==> config.mk <==
export PLATFORM = sky130hd
export DESIGN_NAME = ovs_baud_gen
export DESIGN_NICKNAME = d
export VERILOG_FILES = /design/src/rtl/ovs_pkg.sv /design/src/rtl/ovs_cfg_hold.sv /design/src/rtl/ovs_prescaler.sv /design/src/rtl/ovs_sample_ctr.sv /design/src/rtl/ovs_voter.sv /design/src/rtl/ovs_baud_gen.sv
export SDC_FILE = /design/constraint.sdc
export NUM_CORES = 1
export LEC_CHECK = 0
export ABC_CLOCK_PERIOD_IN_PS = 3300
export BUFFER_PORTS_ARGS = -buffer_cell sky130_fd_sc_hd__buf_2
export CAP_MARGIN = 20
export CORE_ASPECT_RATIO = 0.8
export CORE_MARGIN = 1.5
export CORE_UTILIZATION = 60
export CTS_BUF_LIST = sky130_fd_sc_hd__clkbuf_16
export DETAILED_ROUTE_END_ITERATION = 6
export PLACE_DENSITY = 0.85
export SKIP_CTS_REPAIR_TIMING = 1
export SYNTH_ARGS = -nofsm -noshare
export SYNTH_HDL_FRONTEND = slang
export SYNTH_SLANG_ARGS = --single-unit
export TNS_END_PERCENT = 5
==> constraint.sdc <==
create_clock -name clk -period 3.3 [get_ports clk]
set_clock_uncertainty 0.05 [all_clocks]
set_input_delay 0.495 -clock clk [delete_from_list [all_inputs] [get_ports clk]]
set_output_delay 0.495 -clock clk [all_outputs]
set_load 0.05 [all_outputs]
==> src/rtl/ovs_pkg.sv <==
package ovs_pkg;
    localparam int PRE_W   = 12;
    localparam int SPB_W   = 6;
    localparam int SPB_MIN = 8;
    localparam int SPB_DEF = 32;

    typedef logic [PRE_W-1:0] pre_t;
    typedef logic [SPB_W-1:0] spb_t;

    typedef struct packed {
        pre_t pre;
        spb_t n;
    } ovs_cfg_t;

    typedef struct packed {
        logic samp;
        logic bnd;
        logic mid;
        logic v_first;
        logic v_last;
    } ovs_tick_t;

    function automatic spb_t clamp_spb(input spb_t v);
        return (v < spb_t'(SPB_MIN)) ? spb_t'(SPB_MIN) : v;
    endfunction

    function automatic logic maj3(input logic a, input logic b, input logic c);
        return (a & b) | (a & c) | (b & c);
    endfunction
endpackage

==> src/rtl/ovs_cfg_hold.sv <==
module ovs_cfg_hold
    import ovs_pkg::*;
(
    input  logic     clk,
    input  logic     rst,
    input  logic     load,
    input  ovs_cfg_t cfg_raw,
    output ovs_cfg_t cfg_q
);
    always_ff @(posedge clk) begin
        if (rst) begin
            cfg_q.pre <= '0;
            cfg_q.n   <= spb_t'(SPB_DEF);
        end else if (load) begin
            cfg_q.pre <= cfg_raw.pre;
            cfg_q.n   <= clamp_spb(cfg_raw.n);
        end
    end
endmodule

==> src/rtl/ovs_prescaler.sv <==
module ovs_prescaler
    import ovs_pkg::*;
(
    input  logic clk,
    input  logic rst,
    input  logic clr,
    input  pre_t limit,
    output logic samp
);
    pre_t cnt;

    assign samp = (cnt == limit);

    always_ff @(posedge clk) begin
        if (rst || clr) begin
            cnt <= '0;
        end else if (cnt == limit) begin
            cnt <= '0;
        end else begin
            cnt <= cnt + 1'b1;
        end
    end
endmodule

==> src/rtl/ovs_sample_ctr.sv <==
module ovs_sample_ctr
    import ovs_pkg::*;
(
    input  logic      clk,
    input  logic      rst,
    input  logic      clr,
    input  logic      samp,
    input  spb_t      n,
    output ovs_tick_t ticks
);
    spb_t scnt;
    spb_t half;
    spb_t last;

    assign half = n >> 1;
    assign last = n - 1'b1;

    always_comb begin
        ticks.samp    = samp;
        ticks.bnd     = samp && (scnt == last);
        ticks.mid     = samp && (scnt == half);
        ticks.v_first = samp && (scnt == half - 1'b1);
        ticks.v_last  = samp && (scnt == half + 1'b1);
    end

    always_ff @(posedge clk) begin
        if (rst || clr) begin
            scnt <= '0;
        end else if (samp) begin
            scnt <= (scnt == last) ? '0 : scnt + 1'b1;
        end
    end
endmodule

==> src/rtl/ovs_voter.sv <==
module ovs_voter
    import ovs_pkg::*;
(
    input  logic      clk,
    input  logic      rst,
    input  logic      clr,
    input  ovs_tick_t ticks,
    input  logic      rx,
    output logic      bit_q,
    output logic      valid_q
);
    logic s_first;
    logic s_mid;

    always_ff @(posedge clk) begin
        if (rst) begin
            s_first <= 1'b0;
            s_mid   <= 1'b0;
            bit_q   <= 1'b1;
            valid_q <= 1'b0;
        end else begin
            valid_q <= 1'b0;
            if (!clr) begin
                if (ticks.v_first) s_first <= rx;
                if (ticks.mid)     s_mid   <= rx;
                if (ticks.v_last) begin
                    bit_q   <= maj3(s_first, s_mid, rx);
                    valid_q <= 1'b1;
                end
            end
        end
    end
endmodule

==> src/rtl/ovs_baud_gen.sv <==
module ovs_baud_gen
    import ovs_pkg::*;
(
    input  logic        clk,
    input  logic        rst,
    input  logic [11:0] cfg_prescale_i,
    input  logic [5:0]  cfg_spb_i,
    input  logic        align_i,
    input  logic        rx_i,
    output logic        bit_tick_o,
    output logic        mid_tick_o,
    output logic        bit_o,
    output logic        bit_valid_o
);
    ovs_cfg_t  cfg_raw;
    ovs_cfg_t  act_cfg;
    ovs_tick_t ticks;
    logic      samp;
    logic      cfg_load;

    assign cfg_raw.pre = cfg_prescale_i;
    assign cfg_raw.n   = cfg_spb_i;
    assign cfg_load    = align_i | ticks.bnd;

    ovs_cfg_hold u_cfg (
        .clk     (clk),
        .rst     (rst),
        .load    (cfg_load),
        .cfg_raw (cfg_raw),
        .cfg_q   (act_cfg)
    );

    ovs_prescaler u_pre (
        .clk   (clk),
        .rst   (rst),
        .clr   (align_i),
        .limit (act_cfg.pre),
        .samp  (samp)
    );

    ovs_sample_ctr u_sctr (
        .clk   (clk),
        .rst   (rst),
        .clr   (align_i),
        .samp  (samp),
        .n     (act_cfg.n),
        .ticks (ticks)
    );

    ovs_voter u_vote (
        .clk     (clk),
        .rst     (rst),
        .clr     (align_i),
        .ticks   (ticks),
        .rx      (rx_i),
        .bit_q   (bit_o),
        .valid_q (bit_valid_o)
    );

    assign bit_tick_o = ticks.bnd;
    assign mid_tick_o = ticks.mid;
endmodule

Yosys cells after proc, flatten, opt, wreduce, memory -nomap -nowiden
Cells that the tools add are included.

Bits of input ports: 22. Output and inout bits: 4. Logic and storage cells: 39. Register bits: 40.

Bitwise operators: 7. Eq/ne operators: 5. Muxes and demuxes: 3. Reductions and logical operators: 10. $lt $le $gt $ge: 1. $add $sub $neg: 5.

Operators with widths (count): $eq A6 B6 Y1 (3); $add A12 B1 Y12 const B (1); $eq A12 B12 Y1 (1); $mux W6 (2); $add A5 B1 Y6 const B (1); $add A6 B1 Y6 const B (1); $eq A6 B5 Y1 (1); $lt A6 B4 Y1 const B (1); $reduce_and A2 Y1 (3); $sub A5 B1 Y6 const B (1); $sub A6 B1 Y6 const B (1); $logic_and A1 B1 Y1 (4); $reduce_or A2 Y1 (2); $and A1 B1 Y1 (3); $or A1 B1 Y1 (3); $logic_or A1 B1 Y1 (1); $mux W1 (1); $not A1 Y1 (1).

Longest topological paths before layout
Word-level depth: 4. Gate-level depth with buffers: 10.

By module
From an unflattened synthesis, not the netlist that was laid out.

Cell total of the unflattened synthesis: 246. Area total of the unflattened synthesis: 2321.0 sq um.

By module, submodules not included: ovs_sample_ctr (area each 854.6 sq um, instances 1, cells an instance 99); ovs_cfg_hold (area each 673.1 sq um, instances 1, cells an instance 61); ovs_prescaler (area each 628.1 sq um, instances 1, cells an instance 69); ovs_voter (area each 158.9 sq um, instances 1, cells an instance 16); ovs_baud_gen (area each 6.3 sq um, instances 1, cells an instance 1).

Least setup slack after synthesis
No wires, ideal clock.

Kind: register -> output. From: register, netlist name u_cfg.cfg_q[2]. To: output bit_tick_o. Slack: 0.071 ns. Cell stages (with the launch flop): 9. Arrival time: 2.684 ns. Buffers on the path: 2. Cell sequence: dfxtp_1 > buf_2 > inv_1 > ha_1 > a21boi_1 > xnor2_1 > o2111ai_2 > clkbuf_1 > nor3_1.

Longest elaborated chain between the ends: 3.

RTL lines: $sub A6 B1 Y6 (line ovs_sample_ctr.sv:16) `assign last = n - 1'b1;`; $eq A6 B6 Y1 (line ovs_sample_ctr.sv:20) `ticks.bnd = samp && (scnt == last);`; $logic_and A1 B1 Y1 (line ovs_sample_ctr.sv:20); to (decl) (line ovs_baud_gen.sv:10) `output logic bit_tick_o,`.

Every way passes these cells.

Worst setup path in the final report
From: register, netlist name u_cfg.cfg_q[2]. To: output bit_tick_o.

Longest elaborated chain between the ends: 3.

RTL lines (line): $sub A6 B1 Y6 (ovs_sample_ctr.sv:16); $eq A6 B6 Y1 (ovs_sample_ctr.sv:20); $logic_and A1 B1 Y1 (ovs_sample_ctr.sv:20).

Every way passes these cells.

==> flow_summary.json <==
{
  "cts-root-buf": "clkbuf_16",
  "overflow": 0,
  "required_ps": 2750,
  "crit_chain": "inv_1, ha_1, a21boi_1, xnor2_1, o2111ai_2, nor3_1, buf_2",
  "synth_edf_count": 0,
  "path_delay_family": "flip-flops",
  "yosysTopAreaCell": "dfxtp_1",
  "syn_to_final_growth_pct": 8.50,
  "power_switching_uw": 363,
  "cellLeakagePower_nw": 1.22,
  "syn_inst": 338,
  "ys_warn_count": 0,
  "cts_buffers": 5,
  "drtIter0Drc": 300,
  "worstSetupEndpointType": "primary output",
  "dp.cells": 396,
  "cts_htree_levels": 2,
  "setup_violations": 0,
  "grt_max_degree": 35,
  "vias": 2645,
  "coreArea_um2": 4230,
  "worst-path-buf-inv": 2,
  "netlist_area_um2": 2680,
  "critPathMaxStageDelay_ps": 540,
  "p_int_uw": 872,
  "slowest_stage": "dfxtp_1",
  "dr.pass1.iters": 5,
  "hold_violations": 0,
  "synthTopCellsByArea": "dfxtp_1 (30%), xor2_1 (6.5%), xnor2_1 (6.2%), nand3_1 (5.4%), a211o_1 (4.9%)",
  "synth_seq_area_share_pct": 29.9,
  "arrival_ps": 2410,
  "grt_pass1_wl_mm": 12.0,
  "timing.fmax_ghz": 0.338,
  "cts_tree": "done",
  "synth_cell_types": 53,
  "status": "completed",
  "drive_above_1_share_pct": 12.2,
  "yosys_register_bits": 40,
  "met3_usage_pct": 5.55,
  "wl_per_cell_um": 16.9,
  "fillers": 372,
  "gr-usage-met2_pct": 45.2,
  "chipWidth_um": 77.7,
  "seq_power_share_pct": 43.4,
  "portBuffers": 25,
  "die_h_um": 62.8,
  "sw_frac_of_total_pct": 29.4,
  "relSlewSlack_pct": 34.5,
  "clock_latency_ps": 280,
  "stdcell_count": 401,
  "period_minus_slack_ps": 2960,
  "diodes": 0,
  "synth_flop_cell": "dfxtp_1",
  "power_frac_comb_pct": 20.6,
  "drt-vias-per-instance": 6.60,
  "grt_pass1_vias": 2518,
  "grt_use_total_pct": 30.6,
  "ir_drop_v": 0.000358,
  "syn_area_per_cell_um2": 7.93,
  "cellPowerDensity_nw_per_um2": 425,
  "crit_type": "flip-flop to primary output",
  "start_util_pct": 63.4,
  "dp_hpwl_mm": 4.68,
  "io_pins": 26,
  "ant_nets": 0,
  "clock_sinks": 40,
  "tightest_slew_ps": 979,
  "cts_buffer_depth": 2,
  "min_period_over_period_pct": 89.6,
  "synthArstFlopShare_pct": 0,
  "fin_tns_setup_ps": 0,
  "drt_wl_total_mm": 6.79,
  "met1_usage_pct": 44.3,
  "cp-start-kind": "flip-flop",
  "dieArea_um2": 4880,
  "final_nets": 374,
  "crit_fanout": 11,
  "rsz0062_at_grt": "false",
  "syn_nets": 366,
  "gp_congestion": 0.855,
  "maxCapViolCount": 0,
  "drc": 0,
  "clk_pin_slew_ps": 50,
  "hold_class": "flip-flop to flip-flop",
  "slew_violations": 0,
  "top_usage_layer": "met2",
  "yosysTopAreaCellShare_pct": 29.9,
  "antenna_found_initial": 0,
  "p_clk_share_pct": 36.0,
  "fp-row-count": 21
}
registers in the layout, indices dropped and copies added (netlist names):
register / cells
u_vote.s_first: 1
u_sctr.scnt: 6
u_vote.bit_q: 1
u_vote.s_mid: 1
u_cfg.cfg_q: 18
u_pre.cnt: 12
u_vote.valid_q: 1
per-layer routing:
layer / vias up / part of all wire, % / routed length (um)
met3: 14 / 8.7 / 588
li1: 1257 / - / -
met1: 1224 / 45 / 3070
met2: 150 / 45 / 3030
met5: - / 0 / 0
met4: 0 / 1.4 / 98
metrics by stage:
step	power, mW	cell area [um^2]	setup WS [ps]	hold slack, ps	util, %
floorplan	0.731	2680	70.6	391	-
global placement	0.784	2780	706	406	65.8
detailed placement	0.794	2780	558	433	65.8
CTS	1.23	2910	342	440	68.7
global route	1.28	2910	169	452	68.7
finish	1.24	2910	343	439	68.7
path summary, 6_finish.rpt:
kind | from | depth (start not counted) | to | slack (ps)
hold reg to reg | u_vote.s_mid | 2 | u_vote.s_mid | 440
setup reg to reg | u_cfg.cfg_q[2] | 7 | u_cfg.cfg_q[3] | 530
setup / recovery | u_cfg.cfg_q[2] | 7 | bit_tick_o | 340
hold / removal | u_vote.s_mid | 2 | u_vote.s_mid | 440
layout make-up:
| cell class | instances | area (um^2) | share of cell area (%) |
|---|---|---|---|
| clock buffer | 5 | 125 | 4.30 |
| inverter | 9 | 33.8 | 1.16 |
| multi-input combinational | 260 | 1710 | 58.9 |
| sequential | 40 | 801 | 27.5 |
| tap | 57 | 71.3 | 2.45 |
| timing repair buffer | 30 | 163 | 5.59 |
cell families after synthesis:
group / Yosys count / share of synthesized area (%)
xor gates and xnor gates: 39 / 12.7
buffers and inverters: 38 / 6.16
and+or+nand+nor: 129 / 24.3
AOI/OAI and AO/OA: 81 / 22.2
adders and majority gates: 7 / 3.17
DFF: 40 / 29.9
muxes: 4 / 1.54
cells in the final DEF (no fill, tap or decap), drive strengths merged, types with 2 or more instances in the layout:
master   count
o211ai       9
o22ai       13
or4          3
a21oi       16
xnor2       19
and3        18
o2111ai      3
dfxtp       40
nor3         9
a41oi        2
ha           6
mux2i        3
o21ai        3
nand2       28
o311ai       2
nor2        25
or3          2
clkbuf       5
a221oi       2
nand4        6
xor2        20
a32oi        3
a31oi        5
a211o       15
nand3       29
nand3b       2
inv          8
buf         30
power groups by stage:
stage	registers (mW)	logic, mW	clock network [mW]
after floorplan	0.532	0.199	0
after global placement	0.545	0.239	0
after detailed placement	0.546	0.248	0
after CTS	0.535	0.251	0.444
after global routing	0.540	0.282	0.462
final	0.536	0.255	0.444
synthesized netlist by cell type (all sizes together) (5+ instances only):
cell    number
o22ai       13
and3        18
nand3       29
ha           6
xnor2       19
o211ai       9
nand2       28
dfxtp       40
a21oi       16
a31oi        5
xor2        20
clkbuf      17
nor2        25
nand4        6
a211o       15
inv          8
buf         12
nor3         9
worst register-to-register path: stages (launching register included):
cell and delay, ps:
dfxtp_1 540, inv_1 150, ha_1 220, a21boi_1 270, and3_1 240, o2111a_1 630
a31oi_1 200, o311a_1 360
No activity file was read; power rests on OpenSTA's default activity.
